**src/rtl/excl_mon_pkg.sv**
```systemverilog
package excl_mon_pkg;
  typedef enum logic [1:0] {
    RESP_OKAY   = 2'b00,
    RESP_EXOKAY = 2'b01,
    RESP_SLVERR = 2'b10,
    RESP_DECERR = 2'b11
  } resp_e;
endpackage

```
**src/rtl/excl_entry.sv**
```systemverilog
// One reservation slot: valid flag, owner ID and granule tag.
module excl_entry #(
  parameter int ID_W  = 4,
  parameter int TAG_W = 29
) (
  input  logic             clk,
  input  logic             rst_n,
  input  logic             clr_i,
  input  logic             load_i,
  input  logic [ID_W-1:0]  ld_id_i,
  input  logic [TAG_W-1:0] ld_tag_i,
  input  logic [ID_W-1:0]  wr_id_i,
  input  logic [TAG_W-1:0] wr_tag_i,
  input  logic [ID_W-1:0]  rd_id_i,
  output logic             vld_o,
  output logic             tag_hit_o,
  output logic             full_hit_o,
  output logic             id_hit_o
);
  logic             vld_q;
  logic [ID_W-1:0]  id_q;
  logic [TAG_W-1:0] tag_q;

  // load wins over clear: write invalidation is ordered before the read
  always_ff @(posedge clk) begin
    if (!rst_n) begin
      vld_q <= 1'b0;
      id_q  <= '0;
      tag_q <= '0;
    end else if (load_i) begin
      vld_q <= 1'b1;
      id_q  <= ld_id_i;
      tag_q <= ld_tag_i;
    end else if (clr_i) begin
      vld_q <= 1'b0;
    end
  end

  assign vld_o      = vld_q;
  assign tag_hit_o  = vld_q && (tag_q == wr_tag_i);
  assign full_hit_o = tag_hit_o && (id_q == wr_id_i);
  assign id_hit_o   = vld_q && (id_q == rd_id_i);
endmodule

```
**src/rtl/excl_alloc.sv**
```systemverilog
// Slot choice for a new reservation: ID hit, lowest free, round-robin victim.
module excl_alloc #(
  parameter int N = 4
) (
  input  logic         clk,
  input  logic         rst_n,
  input  logic         req_i,
  input  logic [N-1:0] vld_i,
  input  logic [N-1:0] idhit_i,
  output logic [N-1:0] sel_o
);
  localparam int IDX_W = (N > 1) ? $clog2(N) : 1;
  localparam logic [IDX_W-1:0] LAST = IDX_W'(N - 1);

  logic [IDX_W-1:0] rr_q;
  logic [N-1:0]     free_sel;
  logic             any_free;
  logic             evict;

  always_comb begin
    free_sel = '0;
    any_free = 1'b0;
    for (int i = 0; i < N; i++) begin
      if (!vld_i[i] && !any_free) begin
        free_sel[i] = 1'b1;
        any_free    = 1'b1;
      end
    end
  end

  assign evict = req_i && !(|idhit_i) && !any_free;

  always_comb begin
    sel_o = '0;
    if (|idhit_i)      sel_o = idhit_i;
    else if (any_free) sel_o = free_sel;
    else               sel_o[rr_q] = 1'b1;
  end

  always_ff @(posedge clk) begin
    if (!rst_n)     rr_q <= '0;
    else if (evict) rr_q <= (rr_q == LAST) ? '0 : rr_q + 1'b1;
  end
endmodule

```
**src/rtl/excl_decide.sv**
```systemverilog
// Outcome of an observed write: pass flag, memory enable, response code.
module excl_decide
  import excl_mon_pkg::*;
(
  input  logic       hs_i,
  input  logic       excl_i,
  input  logic       err_i,
  input  logic       hit_i,
  output logic       pass_o,
  output logic       mem_en_o,
  output logic [1:0] resp_o
);
  resp_e resp;

  always_comb begin
    pass_o   = 1'b0;
    mem_en_o = 1'b0;
    resp     = RESP_OKAY;
    if (hs_i) begin
      if (err_i) begin
        resp = RESP_SLVERR;
      end else if (excl_i) begin
        pass_o   = hit_i;
        mem_en_o = hit_i;
        resp     = hit_i ? RESP_EXOKAY : RESP_OKAY;
      end else begin
        mem_en_o = 1'b1;
      end
    end
  end

  assign resp_o = resp;
endmodule

```
**src/rtl/excl_monitor.sv**
```systemverilog
module excl_monitor
  import excl_mon_pkg::*;
#(
  parameter int NUM_ENTRIES = 4,
  parameter int ID_W        = 4,
  parameter int ADDR_W      = 32,
  parameter int GRANULE_LG2 = 3
) (
  input  logic              clk,
  input  logic              rst_n,
  input  logic              rd_valid,
  input  logic              rd_ready,
  input  logic [ID_W-1:0]   rd_id,
  input  logic [ADDR_W-1:0] rd_addr,
  input  logic              rd_excl,
  input  logic              wr_valid,
  input  logic              wr_ready,
  input  logic [ID_W-1:0]   wr_id,
  input  logic [ADDR_W-1:0] wr_addr,
  input  logic              wr_excl,
  input  logic              wr_err,
  output logic              wr_pass,
  output logic              wr_mem_en,
  output logic [1:0]        wr_resp,
  output logic [1:0]        rd_resp
);
  localparam int TAG_W = ADDR_W - GRANULE_LG2;

  logic             rd_hs, wr_hs, rd_alloc;
  logic [TAG_W-1:0] rd_tag, wr_tag;
  logic [NUM_ENTRIES-1:0] vld, tag_hit, full_hit, id_hit, sel;
  logic             unused_low;

  assign rd_hs    = rd_valid && rd_ready;
  assign wr_hs    = wr_valid && wr_ready;
  assign rd_alloc = rd_hs && rd_excl;
  assign rd_tag   = rd_addr[ADDR_W-1:GRANULE_LG2];
  assign wr_tag   = wr_addr[ADDR_W-1:GRANULE_LG2];
  assign unused_low = ^{rd_addr[GRANULE_LG2-1:0], wr_addr[GRANULE_LG2-1:0]};

  for (genvar g = 0; g < NUM_ENTRIES; g++) begin : g_ent
    excl_entry #(.ID_W(ID_W), .TAG_W(TAG_W)) u_ent (
      .clk       (clk),
      .rst_n     (rst_n),
      .clr_i     (wr_mem_en && tag_hit[g]),
      .load_i    (rd_alloc && sel[g]),
      .ld_id_i   (rd_id),
      .ld_tag_i  (rd_tag),
      .wr_id_i   (wr_id),
      .wr_tag_i  (wr_tag),
      .rd_id_i   (rd_id),
      .vld_o     (vld[g]),
      .tag_hit_o (tag_hit[g]),
      .full_hit_o(full_hit[g]),
      .id_hit_o  (id_hit[g])
    );
  end

  excl_alloc #(.N(NUM_ENTRIES)) u_alloc (
    .clk    (clk),
    .rst_n  (rst_n),
    .req_i  (rd_alloc),
    .vld_i  (vld),
    .idhit_i(id_hit),
    .sel_o  (sel)
  );

  excl_decide u_dec (
    .hs_i    (wr_hs),
    .excl_i  (wr_excl),
    .err_i   (wr_err),
    .hit_i   (|full_hit),
    .pass_o  (wr_pass),
    .mem_en_o(wr_mem_en),
    .resp_o  (wr_resp)
  );

  assign rd_resp = rd_alloc ? RESP_EXOKAY : RESP_OKAY;
endmodule

```
**config.mk**
```make
export PLATFORM = sky130hd
export DESIGN_NAME = excl_monitor
export DESIGN_NICKNAME = d
export VERILOG_FILES = /design/src/rtl/excl_mon_pkg.sv /design/src/rtl/excl_entry.sv /design/src/rtl/excl_alloc.sv /design/src/rtl/excl_decide.sv /design/src/rtl/excl_monitor.sv
export SDC_FILE = /design/constraint.sdc
export NUM_CORES = 1
export LEC_CHECK = 0
export ABC_AREA = 1
export BUFFER_PORTS_ARGS = -buffer_cell sky130_fd_sc_hd__clkbuf_2
export CAP_MARGIN = 25
export CORE_MARGIN = 3
export CORE_UTILIZATION = 40
export DETAILED_ROUTE_END_ITERATION = 6
export SLEW_MARGIN = 20
export SYNTH_ARGS = -nofsm -noshare
export SYNTH_HDL_FRONTEND = slang
export SYNTH_SLANG_ARGS = --single-unit
```
**constraint.sdc**
```tcl
create_clock -name clk -period 4.4 [get_ports clk]
set_input_delay 0.22 -clock clk [delete_from_list [all_inputs] [get_ports clk]]
set_output_delay 0.22 -clock clk [all_outputs]
set_load 0.05 [all_outputs]
```
==> flow_summary.json <==
{
  "yosysSeqAreaShare_pct": 33.1,
  "grt.total_usage_pct": 28.7,
  "setup-tns-final_ns": 0,
  "status": "finished clean",
  "dr.pass1.iters": 5,
  "critical_path.max_stage_delay_ns": 0.60,
  "clock_sinks": 138,
  "tightestPinTransition_ns": 0.727,
  "die-area_mm2": 0.0226,
  "synth_area_leaders": "dfxtp_1 33%, nand2_1 15%, nor2_1 15%, o21ai_0 8.9%, inv_1 7.1%",
  "postCtsSetupBuffers": 0,
  "yosys.area.top_type": "dfxtp_1",
  "dp_cells": 1682,
  "rsz0062_at_grt": "no",
  "via_count": 8645,
  "die_x_um": 150,
  "num_io_pins": 87,
  "worstPathRequired_ns": 4.18,
  "port_buffers": 79,
  "period_share_pct": 64.7,
  "netlist_area_mm2": 0.00835,
  "worstHoldStart": "rd_addr[14]",
  "powerDensity_mw_per_mm2": 338,
  "antenna_found_initial": 1,
  "drv_cap": 0,
  "regToRegSetupSlack_ns": 1.98,
  "worstHoldEndpoint": "g_ent[0].u_ent.tag_q[11]$_SDFFE_PN0P_",
  "r2r-start": "g_ent[2].u_ent.vld_o$_SDFFE_PN0P_",
  "root_buffer": "clkbuf_16",
  "syn_nets": 1460,
  "crit_fanout": 3,
  "numCtsBuffers": 17,
  "finalSetupViolations": 0,
  "fillCellCount": 2225,
  "drt_iter0_drc": 635,
  "cts_tree": "yes",
  "start_util_pct": 41.0,
  "critPathSlowestCell": "nor4_1",
  "grt_max_degree": 58,
  "timing.rr.end": "g_ent[0].u_ent.tag_q[3]$_SDFFE_PN0P_",
  "skew_ns": 0.0107,
  "ir_drop_v": 0.000212,
  "vias_per_cell": 5.04,
  "drt_wl_total_um": 32000,
  "synth-async-reset-ratio_pct": 0,
  "synth.top_cell.area_share_pct": 33.1,
  "relSlewSlack_pct": 51.5,
  "clkLatencyLatePin_ns": 0.43,
  "max_freq_mhz": 351,
  "start_kind": "flop",
  "drive_gt1_share_pct": 9.63,
  "r2r_cells": 11,
  "syn_to_final_growth_pct": 13.3,
  "fin_cells": 1714,
  "place_congestion": 1.03,
  "min_path_cells": 3,
  "dp_hpwl_um": 24800,
  "p_leak_nw": 4.07,
  "ys_ff_latch": 138,
  "synth.avg_cell_area_um2": 6.07,
  "crit_type": "flop to primary output",
  "grt_pass1_vias": 7915,
  "cts_buffer_depth": 2,
  "multiInputGateArea_mm2": 0.00466,
  "ys_warn_count": 0,
  "drv_slew": 0,
  "ant_nets": 0,
  "fp.dieH_um": 150,
  "wl_per_cell_um": 18.7,
  "drc": 0,
  "fin_nets": 1516,
  "finalCriticalPeriod_ns": 2.85,
  "synthCells": 1375,
  "worstHoldPathType": "input port to flop",
  "crit_arrival_ns": 2.63,
  "synth_cell_types": 39,
  "hold_violations": 0,
  "seq_area_mm2": 0.00276,
  "cp_cell_sequence": "inv_1 -> nand2_1 -> nand2_1 -> nor4_1 -> nand4_1 -> nor2_1 -> nand2_1 -> nand2_1 -> nor2_1 -> nor2_1 -> clkbuf_2",
  "ctsHoldBuffers": 0,
  "grt_overflow": 0,
  "postLayoutCoreUtil_pct": 46.4,
  "row_count": 52,
  "hold_slack_ns": 0.0731,
  "critPathCaptureType": "primary output",
  "antenna_cells": 0,
  "clk_pin_slew_ns": 0.06,
  "h-tree-depth": 4,
  "grt_pass1_wl_um": 47700,
  "synth_edf_count": 0,
  "cts.repair.resized": 0,
  "crit_top_cell": "nand2_1",
  "synth_common_cells": "341 x nand2_1, 340 x nor2_1, 158 x inv_1",
  "core-area_mm2": 0.0204,
  "synth_ff_type": "dfxtp_1",
  "synth_most_common_cell": "nand2_1"
}
[worst max-delay path, delay by kind of cell (launching register included)]
| kind | cells | cell delay (ns) |
|---|---|---|
| simple gates | 9 | 1.49 |
| flops | 1 | 0.36 |
| buf+inv | 2 | 0.35 |
[how the worst max path moves through the flow]
stage	endpoint	slack, ns	cells past startpoint	start
4_1_cts	wr_resp[0]	1.53	10	g_ent[3].u_ent.tag_q[21]$_SDFFE_PN0P_
6_report	wr_resp[0]	1.55	11	g_ent[3].u_ent.tag_q[4]$_SDFFE_PN0P_
2_1_floorplan	wr_resp[0]	1.90	12	wr_addr[31]
5_1_grt	wr_pass	1.37	11	g_ent[3].u_ent.tag_q[4]$_SDFFE_PN0P_
3_3_place_gp	wr_pass	1.89	12	wr_addr[15]
3_5_place_dp	wr_resp[0]	1.88	12	wr_addr[24]
[cell families (layout without fill, tap and decap cells)]
| group | after synthesis | after routing | synth area share [%] |
|---|---|---|---|
| AND/OR/NAND/NOR | 777 | 777 | 37.8 |
| buffers and inverters | 213 | 282 | 11.1 |
| AO/OA/AOI/OAI | 194 | 194 | 12.3 |
| flip-flops | 138 | 138 | 33.1 |
| XOR/XNOR | 48 | 48 | 5.04 |
| adder cells (fa/ha/maj) | 4 | 4 | 0.600 |
| other | 1 | 1 | 0.0449 |
[power breakdown]
group	leakage, nW	total [mW]	switching, mW	internal, mW
registers	1.12	1.29	0.0210	1.27
clock network	0.298	1.52	0.592	0.930
logic	2.66	0.386	0.263	0.123
[per-stage QoR]
| stage | power, mW | instance area (um2) | setup slack [ns] |
|---|---|---|---|
| floorplan | 1.54 | 8350 | 1.90 |
| global placement | 1.69 | 8820 | 1.89 |
| detailed placement | 1.70 | 8840 | 1.88 |
| CTS | 3.22 | 9460 | 1.53 |
| global route | 3.33 | 9460 | 1.37 |
| finish | 3.20 | 9460 | 1.55 |
[final cells by class]
class | count | share of cell area (%)
Timing Repair Buffer | 86 | 4.87
Multi-Input combinational cell | 1024 | 49.2
Sequential cell | 138 | 29.2
Clock buffer | 20 | 4.83
Clock inverter | 12 | 1.72
Tap cell | 270 | 3.57
Inverter | 164 | 6.56
[cells in the final DEF (no fill, tap or decap), types with 17 or more instances in the layout]
cell type	instances
nand4_1	21
clkbuf_2	78
xnor2_1	34
clkbuf_16	17
nor2_1	340
inv_1	158
nand2_1	341
o21ai_0	149
dfxtp_1	138
nand3_1	35
[per-layer routing]
metal  wire length [um]  vias to the layer above  share of wire, %  global-route usage (%)
met5                 12                        -             0.038                       0
met4               1020                        2               3.2                    9.84
met3               1940                       59               6.1                    5.54
met2              14400                      235                45                    46.0
met1              14600                     3948                46                    38.8
li1                   -                     4401                 -                       -
[flip-flops by register name (all words and copies together) (netlist names)]
register and flops:
g_ent.u_ent.id_q 16, g_ent.u_ent.vld_o 4, g_ent.u_ent.tag_q 116, u_alloc.rr_q 2
(Power assumes the default switching activity.)
